**config.mk**
```make
export PLATFORM = sky130hd
export DESIGN_NAME = addr_mode_seq
export DESIGN_NICKNAME = d
export VERILOG_FILES = /design/src/rtl/amseq_pkg.sv /design/src/rtl/amseq_decode.sv /design/src/rtl/amseq_index_add.sv /design/src/rtl/addr_mode_seq.sv
export SDC_FILE = /design/constraint.sdc
export NUM_CORES = 1
export LEC_CHECK = 0
export BUFFER_PORTS_ARGS = -buffer_cell sky130_fd_sc_hd__buf_2
export CORE_UTILIZATION = 40
export DETAILED_ROUTE_END_ITERATION = 16
export PLACE_DENSITY = 0.67
export SLEW_MARGIN = 20
export SYNTH_ARGS = -nofsm -noshare
export SYNTH_HDL_FRONTEND = slang
export SYNTH_SLANG_ARGS = --single-unit
```
**constraint.sdc**
```tcl
create_clock -name clk -period 4.55 [get_ports clk]
set_input_delay 0.6825 -clock clk [delete_from_list [all_inputs] [get_ports clk]]
set_output_delay 0.6825 -clock clk [all_outputs]
set_load 0.1 [all_outputs]
```
**src/rtl/amseq_pkg.sv**
```systemverilog
package amseq_pkg;

    typedef enum logic [3:0] {
        AM_IMM,
        AM_ZP,
        AM_ZPX,
        AM_ABS,
        AM_ABSX,
        AM_ABSY,
        AM_INDX,
        AM_INDY,
        AM_ACC,
        AM_BAD
    } amode_e;

    typedef enum logic [2:0] {
        ST_IDLE,
        ST_ISSUE,
        ST_BYTE0,
        ST_BYTE1,
        ST_PTRLO,
        ST_PTRHI,
        ST_OPER
    } seq_state_e;

endpackage

```
**src/rtl/amseq_decode.sv**
```systemverilog
module amseq_decode
    import amseq_pkg::*;
(
    input  logic [7:0] opcode,
    output amode_e     mode
);
    logic [1:0] grp;
    logic [2:0] sel;

    assign grp = opcode[1:0];
    assign sel = opcode[4:2];

    always_comb begin
        mode = AM_BAD;
        case (grp)
            2'b01: begin
                case (sel)
                    3'd0: mode = AM_INDX;
                    3'd1: mode = AM_ZP;
                    3'd2: mode = AM_IMM;
                    3'd3: mode = AM_ABS;
                    3'd4: mode = AM_INDY;
                    3'd5: mode = AM_ZPX;
                    3'd6: mode = AM_ABSY;
                    default: mode = AM_ABSX;
                endcase
            end
            2'b10: begin
                case (sel)
                    3'd0: mode = AM_IMM;
                    3'd1: mode = AM_ZP;
                    3'd2: mode = AM_ACC;
                    3'd3: mode = AM_ABS;
                    3'd5: mode = AM_ZPX;
                    3'd7: mode = AM_ABSX;
                    default: mode = AM_BAD;
                endcase
            end
            2'b00: begin
                case (sel)
                    3'd0: mode = AM_IMM;
                    3'd1: mode = AM_ZP;
                    3'd3: mode = AM_ABS;
                    3'd5: mode = AM_ZPX;
                    3'd7: mode = AM_ABSX;
                    default: mode = AM_BAD;
                endcase
            end
            default: mode = AM_BAD;
        endcase
    end
endmodule

```
**src/rtl/amseq_index_add.sv**
```systemverilog
module amseq_index_add #(
    parameter int ADDR_W = 16,
    parameter int DATA_W = 8
) (
    input  logic [ADDR_W-1:0] base,
    input  logic [DATA_W-1:0] idx,
    input  logic              page_wrap,
    output logic [ADDR_W-1:0] sum
);
    localparam int HI_W = ADDR_W - DATA_W;

    logic [DATA_W-1:0] low_sum;
    logic [ADDR_W-1:0] full_sum;

    assign low_sum  = base[DATA_W-1:0] + idx;
    assign full_sum = base + {{HI_W{1'b0}}, idx};
    assign sum      = page_wrap ? {{HI_W{1'b0}}, low_sum} : full_sum;

    always_comb begin
        if (page_wrap)
            a_r5_page_high_zero: assert (sum[ADDR_W-1:DATA_W] == '0);
    end
endmodule

```
**src/rtl/addr_mode_seq.sv**
```systemverilog
module addr_mode_seq
    import amseq_pkg::*;
#(
    parameter int ADDR_W = 16,
    parameter int DATA_W = 8
) (
    input  logic              clk,
    input  logic              rst_n,
    input  logic              start,
    input  logic [7:0]        opcode,
    input  logic [ADDR_W-1:0] oper_ptr,
    input  logic              is_store,
    input  logic [DATA_W-1:0] x_idx,
    input  logic [DATA_W-1:0] y_idx,
    output logic              mem_rd,
    output logic [ADDR_W-1:0] mem_addr,
    input  logic [DATA_W-1:0] mem_rdata,
    output logic              done,
    output logic [ADDR_W-1:0] eff_addr,
    output logic [DATA_W-1:0] operand,
    output logic              acc_mode,
    output logic              illegal
);
    localparam int HI_W = ADDR_W - DATA_W;
    localparam logic [DATA_W-1:0] ONE = {{(DATA_W-1){1'b0}}, 1'b1};

    typedef struct packed {
        seq_state_e        st;
        amode_e            mode;
        logic              store;
        logic [DATA_W-1:0] x;
        logic [DATA_W-1:0] y;
        logic [ADDR_W-1:0] ptr;
        logic [DATA_W-1:0] b0;
        logic [DATA_W-1:0] zpp;
        logic [ADDR_W-1:0] ea;
        logic [DATA_W-1:0] oper;
        logic              done;
        logic              acc;
        logic              bad;
    } seq_t;

    seq_t   seq_q, seq_d;
    amode_e dec_mode;

    logic [ADDR_W-1:0] add_base, add_sum, ptr_next;
    logic [DATA_W-1:0] add_idx;
    logic              add_wrap;

    amseq_decode u_decode (
        .opcode (opcode),
        .mode   (dec_mode)
    );

    amseq_index_add #(.ADDR_W(ADDR_W), .DATA_W(DATA_W)) u_ea_add (
        .base      (add_base),
        .idx       (add_idx),
        .page_wrap (add_wrap),
        .sum       (add_sum)
    );

    amseq_index_add #(.ADDR_W(ADDR_W), .DATA_W(DATA_W)) u_ptr_inc (
        .base      (seq_q.ptr),
        .idx       (ONE),
        .page_wrap (1'b0),
        .sum       (ptr_next)
    );

    // adder operand selection per step
    always_comb begin
        add_base = '0;
        add_idx  = '0;
        add_wrap = 1'b0;
        case (seq_q.st)
            ST_BYTE0: begin
                add_base = {{HI_W{1'b0}}, mem_rdata};
                add_wrap = 1'b1;
                if (seq_q.mode == AM_ZPX || seq_q.mode == AM_INDX)
                    add_idx = seq_q.x;
            end
            ST_BYTE1: begin
                add_base = {mem_rdata, seq_q.b0};
                if (seq_q.mode == AM_ABSX)      add_idx = seq_q.x;
                else if (seq_q.mode == AM_ABSY) add_idx = seq_q.y;
            end
            ST_PTRLO: begin
                add_base = {{HI_W{1'b0}}, seq_q.zpp};
                add_idx  = ONE;
                add_wrap = 1'b1;
            end
            ST_PTRHI: begin
                add_base = {mem_rdata, seq_q.b0};
                if (seq_q.mode == AM_INDY) add_idx = seq_q.y;
            end
            default: ;
        endcase
    end

    // next-state computation
    always_comb begin
        seq_d      = seq_q;
        seq_d.done = 1'b0;
        mem_rd     = 1'b0;
        mem_addr   = '0;
        case (seq_q.st)
            ST_IDLE: begin
                if (start) begin
                    seq_d.mode  = dec_mode;
                    seq_d.store = is_store;
                    seq_d.x     = x_idx;
                    seq_d.y     = y_idx;
                    seq_d.ptr   = oper_ptr;
                    seq_d.oper  = '0;
                    seq_d.ea    = '0;
                    seq_d.acc   = 1'b0;
                    seq_d.bad   = 1'b0;
                    if (dec_mode == AM_ACC) begin
                        seq_d.acc  = 1'b1;
                        seq_d.done = 1'b1;
                    end else if (dec_mode == AM_BAD) begin
                        seq_d.bad  = 1'b1;
                        seq_d.done = 1'b1;
                    end else begin
                        seq_d.st = ST_ISSUE;
                    end
                end
            end
            ST_ISSUE: begin
                mem_rd   = 1'b1;
                mem_addr = seq_q.ptr;
                seq_d.st = ST_BYTE0;
            end
            ST_BYTE0: begin
                seq_d.b0 = mem_rdata;
                case (seq_q.mode)
                    AM_IMM: begin
                        seq_d.ea   = seq_q.ptr;
                        seq_d.oper = mem_rdata;
                        seq_d.st   = ST_IDLE;
                        seq_d.done = 1'b1;
                    end
                    AM_ZP, AM_ZPX: begin
                        seq_d.ea = add_sum;
                        if (seq_q.store) begin
                            seq_d.st   = ST_IDLE;
                            seq_d.done = 1'b1;
                        end else begin
                            mem_rd   = 1'b1;
                            mem_addr = add_sum;
                            seq_d.st = ST_OPER;
                        end
                    end
                    AM_INDX, AM_INDY: begin
                        seq_d.zpp = add_sum[DATA_W-1:0];
                        mem_rd    = 1'b1;
                        mem_addr  = add_sum;
                        seq_d.st  = ST_PTRLO;
                    end
                    default: begin
                        mem_rd   = 1'b1;
                        mem_addr = ptr_next;
                        seq_d.st = ST_BYTE1;
                    end
                endcase
            end
            ST_BYTE1, ST_PTRHI: begin
                seq_d.ea = add_sum;
                if (seq_q.store) begin
                    seq_d.st   = ST_IDLE;
                    seq_d.done = 1'b1;
                end else begin
                    mem_rd   = 1'b1;
                    mem_addr = add_sum;
                    seq_d.st = ST_OPER;
                end
            end
            ST_PTRLO: begin
                seq_d.b0 = mem_rdata;
                mem_rd   = 1'b1;
                mem_addr = add_sum;
                seq_d.st = ST_PTRHI;
            end
            ST_OPER: begin
                seq_d.oper = mem_rdata;
                seq_d.st   = ST_IDLE;
                seq_d.done = 1'b1;
            end
            default: seq_d.st = ST_IDLE;
        endcase
    end

    always_ff @(posedge clk) begin
        if (!rst_n) begin
            seq_q      <= '0;
            seq_q.st   <= ST_IDLE;
            seq_q.mode <= AM_IMM;
        end else begin
            seq_q <= seq_d;
        end
    end

    assign done     = seq_q.done;
    assign eff_addr = seq_q.ea;
    assign operand  = seq_q.oper;
    assign acc_mode = seq_q.acc;
    assign illegal  = seq_q.bad;

    a_r11_done_pulse: assert property (@(posedge clk) disable iff (!rst_n)
        done |=> !done);

    a_r12_idle_no_read: assert property (@(posedge clk) disable iff (!rst_n)
        (seq_q.st == ST_IDLE) |-> !mem_rd);

    a_r3_bad_quick: assert property (@(posedge clk) disable iff (!rst_n)
        (seq_q.st == ST_IDLE && start && dec_mode == AM_BAD)
            |=> (done && illegal && !mem_rd && eff_addr == '0));

    a_r2_acc_quick: assert property (@(posedge clk) disable iff (!rst_n)
        (seq_q.st == ST_IDLE && start && dec_mode == AM_ACC)
            |=> (done && acc_mode && !mem_rd));

    a_r7_ptr_in_page0: assert property (@(posedge clk) disable iff (!rst_n)
        (seq_q.st == ST_PTRLO ||
         (seq_q.st == ST_BYTE0 && (seq_q.mode == AM_INDX || seq_q.mode == AM_INDY)))
            |-> (mem_rd && mem_addr[ADDR_W-1:DATA_W] == '0));

    a_r5_zp_result_page0: assert property (@(posedge clk) disable iff (!rst_n)
        (done && (seq_q.mode == AM_ZP || seq_q.mode == AM_ZPX))
            |-> (eff_addr[ADDR_W-1:DATA_W] == '0));

    a_r9_store_skips_oper: assert property (@(posedge clk) disable iff (!rst_n)
        (seq_q.st == ST_OPER) |-> !seq_q.store);

    a_r11_busy_holds_opcode: assert property (@(posedge clk) disable iff (!rst_n)
        (seq_q.st != ST_IDLE && start) |=> $stable(seq_q.mode));
endmodule

```
* Word level (Yosys, flattened, before mapping)
Cells that the tools add are included.
** Word-level totals
- Flip-flop bits (word level) :: 83
- Bits of input ports :: 52
- Output and inout port bits :: 44
- Word-level logic and storage cells :: 97
** Operators by class
- Add/subtract/negate cells :: 3
- Equality and inequality tests :: 28
- Mux-type cells :: 36
- Reduce and logical (&&, ||, !) cells :: 17
** Operators with widths (count)
- $pmux 16 s3 :: 3
- $pmux 16 s4 :: 1
- $mux 40 :: 1
- $mux 8 :: 5
- $mux 16 :: 2
- $pmux 16 s2 :: 1
- $pmux 8 s4 :: 1
- $mux 27 :: 1
- $pmux 4 s6 :: 1
- $pmux 8 s3 :: 1
- $eq 3x3->1 const B :: 7
- $pmux 3 s7 :: 1
- $pmux 4 s5 :: 1
- $add 16x1->16 const B :: 1
- $add 16x8->16 :: 1
- $eq 4x3->1 const B :: 4
- $pmux 3 s5 :: 1
- $eq 3x2->1 const B :: 4
- $pmux 4 s3 :: 1
- $reduce_or 2->1 :: 5
- $mux 3 :: 3
- $pmux 3 s3 :: 1
- $reduce_and 3->1 :: 3
- $add 8x8->8 :: 1
- other kinds (19) :: 33

* Logic depth before layout (Yosys ltp)
Gate-level depths: netlist (run 1).
- Word-level depth :: 9
- Mapped depth :: 14
- Depth with buffers taken out :: 12

* Modules after synthesis
From an unflattened synthesis (run 1), not the netlist that was laid out.
** Second synthesis, totals
- Cell total of the unflattened synthesis :: 738
- Area, all modules :: 5909.4 um^2
** By module, submodules not included
- addr_mode_seq :: instances 1, cells an instance 544, area each 4570.6 um^2, seq. area each 1661.6 um^2
- amseq_index_add at u_ea_add :: instances 1, cells an instance 101, area each 700.7 um^2, seq. area each 0.0 um^2
- amseq_index_add at u_ptr_inc :: instances 1, cells an instance 80, area each 548.0 um^2, seq. area each 0.0 um^2
- amseq_decode :: instances 1, cells an instance 13, area each 90.1 um^2, seq. area each 0.0 um^2

* Worst setup path after synthesis (run 1)
OpenSTA, ideal clock, no wires.
- Path kind :: reg2out
- Start point :: register seq_q[80] (netlist bit)
- End point :: output mem_addr[9]
- Arrival :: 4646 ps
- Required time :: 3868 ps
- Slack :: -779 ps
- Cell stages (with the launch flop) :: 14
- Buffers on the path :: 5
- Cells stage by stage :: dfxtp_1 buf_6 buf_2 buf_4 buf_2 mux2i_1 o22ai_1 ha_1 buf_2 a211o_1 o211a_1 a21oi_1 xor2_1 o21ai_0
** On the way
- Word-level cells in the longest chain between the ends :: 8
- Elaborated cells between the ends (all ways) :: 15
- Classes of those cells :: 1 x add/sub; 5 x eq/ne; 7 x mux; 2 x reduce/logical
** RTL lines
- start: declaration :: RTL line addr_mode_seq.sv:43 : seq_t seq_q, seq_d;
- start signal: assignment :: RTL line addr_mode_seq.sv:198 : seq_q <= seq_d;
- $eq 3x2->1 / $eq 3x3->1 (equally long branches) :: RTL line addr_mode_seq.sv:74, addr_mode_seq.sv:105
- $reduce_or 2->1 (no line)
- $pmux 16 s3 :: RTL line addr_mode_seq.sv:74 : case (seq_q.st)
- $add 16x8->16 :: RTL line amseq_index_add.sv:16 : assign full_sum = base + {{HI_W{1'b0}}, idx};
- $mux 16 :: RTL line amseq_index_add.sv:17 : assign sum = page_wrap ? {{HI_W{1'b0}}, low_sum} : full_sum;
- $mux 16 :: RTL line addr_mode_seq.sv:144, addr_mode_seq.sv:168
- $pmux 16 s3 :: RTL line addr_mode_seq.sv:135 : case (seq_q.mode)
- $pmux 16 s4 * :: RTL line addr_mode_seq.sv:105 : case (seq_q.st)
- end: declaration :: RTL line addr_mode_seq.sv:16 : output logic [ADDR_W-1:0] mem_addr,
Mark *: on every way between the ends. The rest lies on a longest branch, timed or not.

* Worst setup path in the final report (run 1)
- Start point :: register seq_q[78] (netlist bit)
- End point :: output mem_addr[8]
** On the way
- Word-level cells in the longest chain between the ends :: 9
- Elaborated cells between the ends (all ways) :: 20
- Classes of those cells :: 1 x add/sub; 6 x eq/ne; 9 x mux; 4 x reduce/logical
** RTL lines
- $eq 4x3->1 (tied with other cells) :: RTL line addr_mode_seq.sv:84 : else if (seq_q.mode == AM_ABSY) add_idx = seq_q.y;
- $mux 8 / $logic_or 1x1->1 (equally long branches) :: RTL line addr_mode_seq.sv:84, addr_mode_seq.sv:78
- $mux 8, on equally long branches :: RTL line addr_mode_seq.sv:83, addr_mode_seq.sv:78
- $pmux 8 s4 :: RTL line addr_mode_seq.sv:74
- $add 16x8->16 :: RTL line amseq_index_add.sv:16
- $mux 16 :: RTL line amseq_index_add.sv:17
- $mux 16 :: RTL line addr_mode_seq.sv:144, addr_mode_seq.sv:168
- $pmux 16 s3 :: RTL line addr_mode_seq.sv:135
- $pmux 16 s4 * :: RTL line addr_mode_seq.sv:105
Marks and branches as above.

==> results_dict.tcl, run 1 <==
set metrics [dict create \
    io_buffers 92 \
    crit_required_ns 3.87 \
    hp-class "reg -> reg" \
    tritoncts.num_buffers 9 \
    cp-endpoint "mem_addr[8]" \
    coreArea_um2 13450 \
    critPathSlowestCell "dfxtp_4" \
    clockRootBuffer "clkbuf_16" \
    switchingPower_uw 707.8 \
    worstSetupPathType "reg -> out" \
    fin_cells 934 \
    rr_endpoint "eff_addr[6]" \
    totalWireLength_mm 16.80 \
    worst_pin_slew_ns 0.8406 \
    first_iter_violations 472 \
    grtUsageTotal 0.2335 \
    powerDensity_nw_per_um2 308.8 \
    drive_gt1_frac 0.2335 \
    ys_ff_latch 83 \
    initial_utilization 0.4178 \
    postCtsHoldBufs 0 \
    crit_cells 14 \
    clk_pin_slew_ns 0.06 \
    rows 42 \
    syn_area_um2 5620 \
    drv_cap 0 \
    grt_max_degree 46 \
    ys_warn_count 0 \
    maxClockFrequency_mhz 226.0 \
    min_period_ns 4.425 \
    drc 0 \
    ys_seq_area_frac 0.2956 \
    die_h_um 120.5 \
    io_pins 96 \
    wl_per_cell_um 17.99 \
    worstSetupStartpoint "seq_q[78]" \
    cts_max_path_buffers 2 \
    slew_viol_final 0 \
    fillers 1312 \
    syn-num-nets 761 \
    synth_cell_type_count 81 \
    clkPwrFrac 0.364 \
    swShare 0.3434 \
    setup-violations-final 0 \
    path_cells "and2b_2 > mux2i_4 > nor4_4 > buf_4 > a22oi_1 > a21boi_1 > ha_2 > fa_2 > a211oi_4 > o2111ai_4 > and3_4 > nor4_2 > a221o_1 > buf_12" \
    antenna_found_initial 0 \
    worstPathMaxFanout 9 \
    vias 5428 \
    cp.arrival_ns 3.74 \
    fin_crit_sh 0.9726 \
    finalHoldViolCount 0 \
    ir_worst_vdd_mv 0.2609 \
    rr_worst_depth 14 \
    reg2reg_slack_ns 1.02 \
    synth_edf_count 0 \
    p_leak_uw 0.002605 \
    path_buf_inv 2 \
    power_frac_comb 0.236 \
    power.share.sequential 0.400 \
    placed_cells 914 \
    antenna_cells 0 \
    maxSlewHeadroom 0.4396 \
    place.gp.congestion 0.9510 \
    regArea_um2 1669 \
    crit_family "compound AO/OA/AOI/OAI gates" \
    grt_overflow_total 0 \
    cts_sinks 83 \
    rsz0062_at_grt "false" \
    total_power_uw 2061 \
    crit_path_end_kind "output pin" \
    first_pass_iters 5 \
    viasPerCell 5.812 \
    synth_flop_cell "dfxtp_1" \
    synth.avg_cell_area_um2 8.052 \
    cts_tree "built" \
    fin_tns_setup_ns 0 \
    multi_input_area_um2 3650 \
    p_int_uw 1354 \
    grt_pass1_vias 5043 \
    h-tree-depth 3 \
    place_hpwl_mm 12.44 \
    fin_util 0.4963 \
    insertion_delay_ns 0.35 \
    r2r_start "seq_q[78]" \
    status "finished, final reports clean" \
    fin_nets 817 \
    skew_ns 0.004748 \
    dieArea_um2 14530 \
    die_w_um 120.5 \
    syn2layout_area_growth_pct 18.79 \
    slowest_delay_ns 0.38 \
    final_antenna_net_count 0 \
    grt_pass1_wl_mm 26.41 \
    synth-async-reset-ratio 0 \
    synthCells 698 \
    cp-start-kind "flip-flop" \
]
## cell families (layout without fill, tap and decap cells)
family | count (synthesis) | count (layout) | synth area share
AOI/OAI and AO/OA | 228 | 228 | 0.2950
xor gates and xnor gates | 11 | 11 | 0.02115
adders and majority gates | 12 | 12 | 0.02760
buffers and inverters | 79 | 139 | 0.08081
DFF | 83 | 83 | 0.2956
muxes | 27 | 27 | 0.04831
and+or+nand+nor | 258 | 258 | 0.2315
## sequential cells by signal, summed over array words and instances (netlist names)
signal,cells
operand,8
seq_q,56
acc_mode,1
eff_addr,16
illegal,1
done,1
## through the flow
stage                     area [um^2]  hold WS (ns)  setup WS, ns
after global placement           6237        0.4515        0.3525
after CTS                        6553        0.4667      0.001308
after floorplan                  5728        0.4376      -0.09857
final                            6676        0.4661        0.1248
after global routing             6676        0.4796     0.0006279
after detailed placement         6237        0.4583        0.2913
## Yosys cell counts (all sizes together), types with 8 or more instances
cell | number | area (um^2)
mux2i | 26 | 260.3
nor3 | 12 | 60.06
nor2b | 31 | 193.9
o22ai | 8 | 50.05
a21boi | 42 | 315.3
ha | 10 | 125.1
buf | 53 | 354.1
dfxtp | 83 | 1662
clkbuf | 16 | 62.56
inv | 9 | 33.78
o21ai | 42 | 214.0
a22oi | 13 | 97.59
nor2 | 36 | 140.1
and3 | 21 | 131.4
o21a | 10 | 75.07
a21oi | 36 | 195.2
o211ai | 9 | 72.57
nand3 | 14 | 70.07
nand2 | 109 | 411.7
## cell usage in the layout, fill, tap and decap left out, types with 6 or more instances in the layout
cell type,Yosys,routed
nand2_1,108,108
ha_1,10,8
dfxtp_1,83,81
and3_1,21,20
nor3_1,12,12
a31oi_1,7,7
a22oi_1,13,13
a21boi_0,37,36
nor2_1,34,34
a21oi_1,34,32
o211ai_1,8,8
o211a_1,6,6
nor2b_1,31,26
nand3_1,14,14
o22ai_1,8,8
a221o_1,6,6
a21o_1,6,6
buf_12,0,10
o21a_1,10,10
clkbuf_16,0,10
a21boi_1,5,6
mux2i_1,26,25
buf_4,31,21
o21ai_0,38,35
inv_1,9,9
nand4_1,6,6
buf_2,19,80
## power groups by stage
stage | Sequential [uW] | Combinational [uW] | Clock [uW]
2_1_floorplan | 824 | 393 | 0
3_3_place_gp | 837 | 467 | 0
3_5_place_dp | 839 | 476 | 0
4_1_cts | 823 | 478 | 761
5_1_grt | 830 | 519 | 796
6_report | 825 | 486 | 751
## final cells by class
type                            instances  share of cell area
Multi-Input combinational cell        536              0.5467
Sequential cell                        83              0.2500
Timing Repair Buffer                  114              0.1207
Clock buffer                           11             0.03636
Tap cell                              176             0.03298
Clock inverter                          4            0.007684
Inverter                               10            0.005622
## worst min path at each step
stage,slack [ns],start,endpoint,cells past startpoint
finish,0.47,seq_q[63],seq_q[63],2
global route,0.48,seq_q[63],seq_q[63],2
floorplan,0.44,eff_addr[7],eff_addr[7],2
CTS,0.47,seq_q[63],seq_q[63],2
global placement,0.45,seq_q[32],seq_q[32],2
detailed placement,0.46,seq_q[63],seq_q[63],2
## layer usage
metal	track usage	share of wire	routed length [um]	vias to the layer above
met5	0	0	0	-
met4	0.06019	0.011	180	0
met3	0.05142	0.060	1010	17
met2	0.3743	0.46	7780	206
met1	0.3162	0.47	7830	2576
li1	-	-	-	2629
## worst register-to-register path: cells and delay by family, from the launching register on
| kind | cells | cell delay (ns) |
|---|---|---|
| fa+ha+maj | 2 | 0.59 |
| simple gates | 3 | 0.37 |
| buf+inv | 2 | 0.33 |
| flops | 1 | 0.38 |
| mux | 1 | 0.16 |
| compound gates | 6 | 1.56 |
## timing repair
action	4_1_cts	5_1_grt
resized for setup	4	21
pin swaps	2	6
cloned	0	0
buffers inserted	1	4
endpoints found under the setup margin	5	11
(Power assumes the default switching activity.)
==> inputs of run 2 (changes only) <==
--- a/config.mk
+++ b/config.mk
@@ -9,6 +9,7 @@
 export CORE_UTILIZATION = 40
 export DETAILED_ROUTE_END_ITERATION = 16
 export PLACE_DENSITY = 0.67
+export RECOVER_POWER = 50
 export SLEW_MARGIN = 20
 export SYNTH_ARGS = -nofsm -noshare
 export SYNTH_HDL_FRONTEND = slang
==> constraint.sdc (replaced) <==
create_clock -name clk -period 4.5 [get_ports clk]
set_input_delay 0.675 -clock clk [delete_from_list [all_inputs] [get_ports clk]]
set_output_delay 0.675 -clock clk [all_outputs]
set_load 0.1 [all_outputs]
==> run 2 against run 1 <==
Effect of this change: the run now ends with capacitance limit, slew limit left; register-to-register slack worse by 0.05 ns; combinational power increased by 3%; count of clock-buffer cells in the layout unchanged; sequential share of layout area decreased by 0.13 points; via count is 2.0% higher; routed wire length up 2.6%; die area is the same; worst hold slack got worse by 0.0043 ns; power rose by 0.93%; global-route usage up 0.60 points; core utilization grew 0.18 points; critical endpoint is now mem_addr[14]; largest power group unchanged; highest routed layer unchanged.
==> results_dict.tcl, run 2 (synthesis gave the netlist of run 1 again) <==
set metrics [dict create \
    cts_tree "built" \
    slew_viol_final 42 \
    p_leak_uw 0.002526 \
    grt_pass1_vias 5204 \
    cts_sinks 83 \
    clockRootBuffer "clkbuf_16" \
    finalHoldViolCount 0 \
    violations "capacitance limit, slew limit" \
    grtUsageTotal 0.2395 \
    maxSlewHeadroom -0.1355 \
    antenna_found_initial 0 \
    worst_pin_slew_ns 1.703 \
    worstSetupPathType "reg -> out" \
    setup-violations-final 0 \
    die_w_um 120.5 \
    maxClockFrequency_mhz 224.8 \
    place.gp.congestion 0.9511 \
    io_buffers 92 \
    crit_path_end_kind "output pin" \
    h-tree-depth 3 \
    fin_nets 824 \
    fin_tns_setup_ns 0 \
    fin_crit_sh 0.9885 \
    drc 0 \
    tritoncts.num_buffers 9 \
    wl_per_cell_um 18.31 \
    ir_worst_vdd_mv 0.2478 \
    rows 42 \
    hp-class "reg -> reg" \
    totalWireLength_mm 17.23 \
    min_period_ns 4.448 \
    cts_max_path_buffers 2 \
    crit_required_ns 3.83 \
    coreArea_um2 13450 \
    holdWs_ns 0.4617 \
    r2r_start "seq_q[78]" \
    skew_ns 0.005166 \
    multi_input_area_um2 3654 \
    final_antenna_net_count 0 \
    grt_pass1_wl_mm 27.07 \
    largest_reg_flops 56 \
    grt_overflow_total 0 \
    hold_start "seq_q[30]" \
    dieArea_um2 14530 \
    layout_common_cells "108 x nand2_1, 81 x dfxtp_1, 53 x buf_2" \
    cp-start-kind "flip-flop" \
    path_cells "and2b_2 > mux2i_4 > nor4_4 > buf_6 > a22oi_2 > a21boi_2 > ha_2 > fa_2 > a211oi_4 > o2111ai_4 > buf_6 > a31oi_4 > nor2_1 > o211ai_1 > clkbuf_16" \
    drive_gt1_frac 0.2026 \
    first_iter_violations 433 \
    clk_pin_slew_ns 0.06 \
    drv_cap 1 \
    worstSetupStartpoint "seq_q[78]" \
    slowest_delay_ns 0.39 \
    cp.arrival_ns 3.77 \
    cp_common_cell "buf_6" \
    critPathSlowestCell "fa_2" \
    die_h_um 120.5 \
    grt_max_degree 44 \
    first_pass_iters 7 \
    vias 5538 \
    place_hpwl_mm 12.47 \
    io_pins 96 \
    regArea_um2 1667 \
    fillers 1347 \
    insertion_delay_ns 0.36 \
    status "complete, but fails checks" \
    syn2layout_area_growth_pct 19.21 \
    initial_utilization 0.4178 \
    final_common_cell "nand2_1" \
    reg2reg_slack_ns 0.97 \
    powerDensity_nw_per_um2 310.5 \
    antenna_cells 0 \
    top_register "seq_q" \
    viasPerCell 5.885 \
    worstPathMaxFanout 8 \
]
-- run 2: cell types whose count changed in the layout (fill, tap and decap cells not counted), moves of 2 or more --
cell      delta
clkbuf_1    +28
buf_6        +2
nor2b_2      -2
a21boi_1     -2
buf_2       -27
buf_4        +4
nor2b_1      +2
-- run 2: routing by layer --
layer,part of all wire,routed length [um],global-route usage,vias to the layer above
met5,0,0,0,-
met4,0.032,544,0.1065,0
met3,0.081,1396,0.05896,45
met2,0.45,7764,0.3703,232
met1,0.44,7528,0.3145,2624
li1,-,-,-,2637
-- run 2: path summary, 6_finish.rpt --
| kind | cells past startpoint | endpoint |
|---|---|---|
| worst max-delay path | 15 | mem_addr[14] |
| worst min-delay path | 2 | seq_q[30] |
| worst max register to register | 14 | eff_addr[6] |
| worst min register to register | 2 | seq_q[30] |
-- run 2: power by group --
part	internal (uW)	switching (uW)	leakage [uW]
Combinational	143	357	0.00171
Sequential	781	47.5	0.000679
Clock	442	310	0.000142
-- run 2: timing repair --
item / 4_1_cts / 5_1_grt
resized for setup: 7 / 21
hold buffers: 0 / 0
pin swaps: 4 / 10
endpoints found under the setup margin: 10 / 12
buffers inserted: 2 / 12
-- run 2: final cells by class --
type,instances,share of cell area
flip-flops and latches,83,0.2487
repair buffers,121,0.1236
multi-input cells,536,0.5453
clock buffers,11,0.03623
clock inverters,4,0.007656
well taps,176,0.03287
inverters,10,0.005602
-- run 2: critical path, delay by kind of cell (launching register included) --
kind	cells	cell delay (ns)
AO/OA/AOI/OAI	6	1.31
buffers and inverters	3	0.60
adder cells (fa/ha/maj)	2	0.61
flip-flops	1	0.36
multiplexers	1	0.16
AND/OR/NAND/NOR	3	0.36
-- run 2: through the flow --
step / instance area (um^2) / util / instances / total power (uW) / setup WS, ns
floorplan: 5728 / - / 698 / 1231 / -0.1411
global placement: 6230 / 0.4631 / 913 / 1319 / 0.2709
detailed placement: 6230 / 0.4631 / 913 / 1330 / 0.2125
CTS: 6579 / 0.4890 / 930 / 2086 / -0.03628
global route: 6700 / 0.4980 / 941 / 2168 / -0.05803
finish: 6700 / 0.4980 / 941 / 2081 / 0.05174
==> inputs of run 3 (changes only) <==
--- a/config.mk
+++ b/config.mk
@@ -7,10 +7,12 @@
 export LEC_CHECK = 0
 export BUFFER_PORTS_ARGS = -buffer_cell sky130_fd_sc_hd__buf_2
 export CORE_UTILIZATION = 40
+export CTS_CLUSTER_SIZE = 10
 export DETAILED_ROUTE_END_ITERATION = 16
-export PLACE_DENSITY = 0.67
+export PLACE_DENSITY = 0.65
 export RECOVER_POWER = 50
 export SLEW_MARGIN = 20
 export SYNTH_ARGS = -nofsm -noshare
 export SYNTH_HDL_FRONTEND = slang
 export SYNTH_SLANG_ARGS = --single-unit
+export TNS_END_PERCENT = 30
==> run 3 against run 2 <==
Effect of this change: the flow still finishes with violations (capacitance limit, slew limit); die area is the same; register-to-register slack gained 0.02 ns; non-clock buffer count is the same; maximum frequency grew 1.4%; critical path depth shrank 2; cell area is essentially flat; core utilization is essentially flat; clock power grew 8.1%; via count shrank 1.5%; routed wire length shrank 2.2%; worst hold slack gained 0.0033 ns; largest cell class unchanged; highest routed layer unchanged.
==> results_dict.tcl, run 3 (synthesis gave the netlist of run 1 again) <==
set metrics [dict create \
    rsz0062_at_grt "true" \
    rr_worst_depth 14 \
    path_cells "and2b_2 > mux2i_4 > nor4_4 > buf_4 > a22oi_1 > nor2b_1 > ha_2 > and3_1 > a221o_1 > o2111ai_4 > xor2_2 > o221ai_2 > buf_12" \
    power.share.sequential 0.389 \
    totalWireLength_mm 16.86 \
    path_buf_inv 2 \
    crit_required_ns 3.83 \
    multi_input_area_um2 3647 \
    worstSetupStartpoint "seq_q[78]" \
    fillers 1334 \
    clk_pin_slew_ns 0.07 \
    holdWs_ns 0.4650 \
    clockRootBuffer "clkbuf_16" \
    worstPathMaxFanout 8 \
    layout_common_cells "108 x nand2_1, 81 x dfxtp_1, 52 x buf_2" \
    io_pins 96 \
    syn2layout_area_growth_pct 19.15 \
    setup-violations-final 0 \
    slowest_delay_ns 0.45 \
    cts_tree "built" \
    swShare 0.3334 \
    grt_overflow_total 0 \
    largest_reg_flops 56 \
    antenna_cells 0 \
    insertion_delay_ns 0.35 \
    clkPwrFrac 0.380 \
    wl_per_cell_um 17.90 \
    place_hpwl_mm 12.49 \
    first_pass_iters 6 \
    reg2reg_slack_ns 0.99 \
    critPathSlowestCell "a221o_1" \
    first_iter_violations 686 \
    dieArea_um2 14530 \
    tritoncts.num_buffers 9 \
    vias 5457 \
    crit_cells 13 \
    cts_sinks 83 \
    grt_pass1_wl_mm 26.83 \
    p_leak_uw 0.002515 \
    violations "capacitance limit, slew limit" \
    cts_max_path_buffers 2 \
    postCtsHoldBufs 0 \
    hold_start "seq_q[32]" \
    min_period_ns 4.387 \
    crit_path_end_kind "output pin" \
    die_h_um 120.5 \
    powerDensity_nw_per_um2 319.0 \
    total_power_uw 2136 \
    power_frac_comb 0.230 \
    worstSetupPathType "reg -> out" \
    rows 42 \
    fin_crit_sh 0.9748 \
    io_buffers 92 \
    regArea_um2 1664 \
    cp.arrival_ns 3.71 \
    r2r_start "seq_q[78]" \
    die_w_um 120.5 \
    hp-class "reg -> reg" \
    maxClockFrequency_mhz 228.0 \
    crit_family "compound AO/OA/AOI/OAI gates" \
    grt_max_degree 45 \
    status "complete, but fails checks" \
    coreArea_um2 13450 \
    rr_endpoint "eff_addr[6]" \
    antenna_found_initial 0 \
    fin_util 0.4978 \
    place.gp.congestion 0.9227 \
    drv_cap 1 \
    fin_tns_setup_ns 0 \
    p_int_uw 1424 \
    maxSlewHeadroom -0.1668 \
    drive_gt1_frac 0.1984 \
    top_register "seq_q" \
    grtUsageTotal 0.2374 \
    cp-start-kind "flip-flop" \
    worst_pin_slew_ns 1.750 \
    h-tree-depth 3 \
    final_antenna_net_count 0 \
    switchingPower_uw 712.2 \
    drc 0 \
    initial_utilization 0.4178 \
    grt_pass1_vias 5199 \
    ir_worst_vdd_mv 0.2784 \
    final_common_cell "nand2_1" \
    viasPerCell 5.793 \
    fin_nets 824 \
    skew_ns 0.009091 \
    finalHoldViolCount 0 \
    slew_viol_final 42 \
    cp-endpoint "mem_addr[15]" \
]
==> run 3: changes by cell type in the layout (fill, tap and decap cells not counted), sizes merged <==
| cell | previous run | this run |
|---|---|---|
| buf | 92 | 90 |
| bufinv | 1 | 2 |
| clkbuf | 40 | 43 |
| clkinvlp | 1 | 0 |
==> run 3: area by class of cell <==
type / instances / share of cell area
well taps: 176 / 0.03288
repair buffers: 121 / 0.1205
clock inverters: 4 / 0.01102
clock buffers: 12 / 0.03681
inverters: 10 / 0.005605
flip-flops and latches: 83 / 0.2485
multi-input cells: 536 / 0.5447
==> run 3: tightest hold or removal path: cells and delay by family, from the launching register on <==
family / cells / cell delay (ns)
AO/OA/AOI/OAI: 1 / 0.06
flip-flops: 1 / 0.31
AND/OR/NAND/NOR: 1 / 0.05
==> run 3: how the worst min path moves through the flow <==
stage,end,slack (ns),cells past startpoint
floorplan,eff_addr[7],0.44,2
global placement,seq_q[31],0.45,2
detailed placement,seq_q[32],0.46,2
CTS,seq_q[32],0.47,2
global route,seq_q[62],0.50,2
finish,seq_q[32],0.47,2
==> run 3: power by group through the flow <==
| stage | Sequential [uW] | Combinational (uW) | Clock [uW] |
|---|---|---|---|
| floorplan | 833 | 389 | 0 |
| global placement | 842 | 476 | 0 |
| detailed placement | 844 | 485 | 0 |
| CTS | 828 | 490 | 824 |
| global route | 838 | 526 | 852 |
| finish | 832 | 492 | 813 |
==> run 3: layer usage <==
metal,global-route usage,up-vias,part of all wire
li1,-,2646,-
met2,0.3728,224,0.45
met4,0.09877,0,0.030
met1,0.3126,2548,0.45
met3,0.05377,39,0.072
met5,0,-,0
==> run 3: stage by stage <==
stage	worst slack [ns]	cells	instance area (um^2)
after floorplan	-0.5241	698	5627
after global placement	0.2162	920	6230
after detailed placement	0.03548	920	6230
after CTS	0.001177	940	6678
after global routing	-0.01868	942	6696
final	0.1134	942	6696
==> run 3: repair_timing <==
| item | 4_1_cts | 5_1_grt |
|---|---|---|
| resized for setup | 20 | 17 |
| pin swaps | 6 | 7 |
| gates cloned | 0 | 0 |
| buffers inserted | 4 | 2 |
| endpoints found under the setup margin | 7 | 12 |
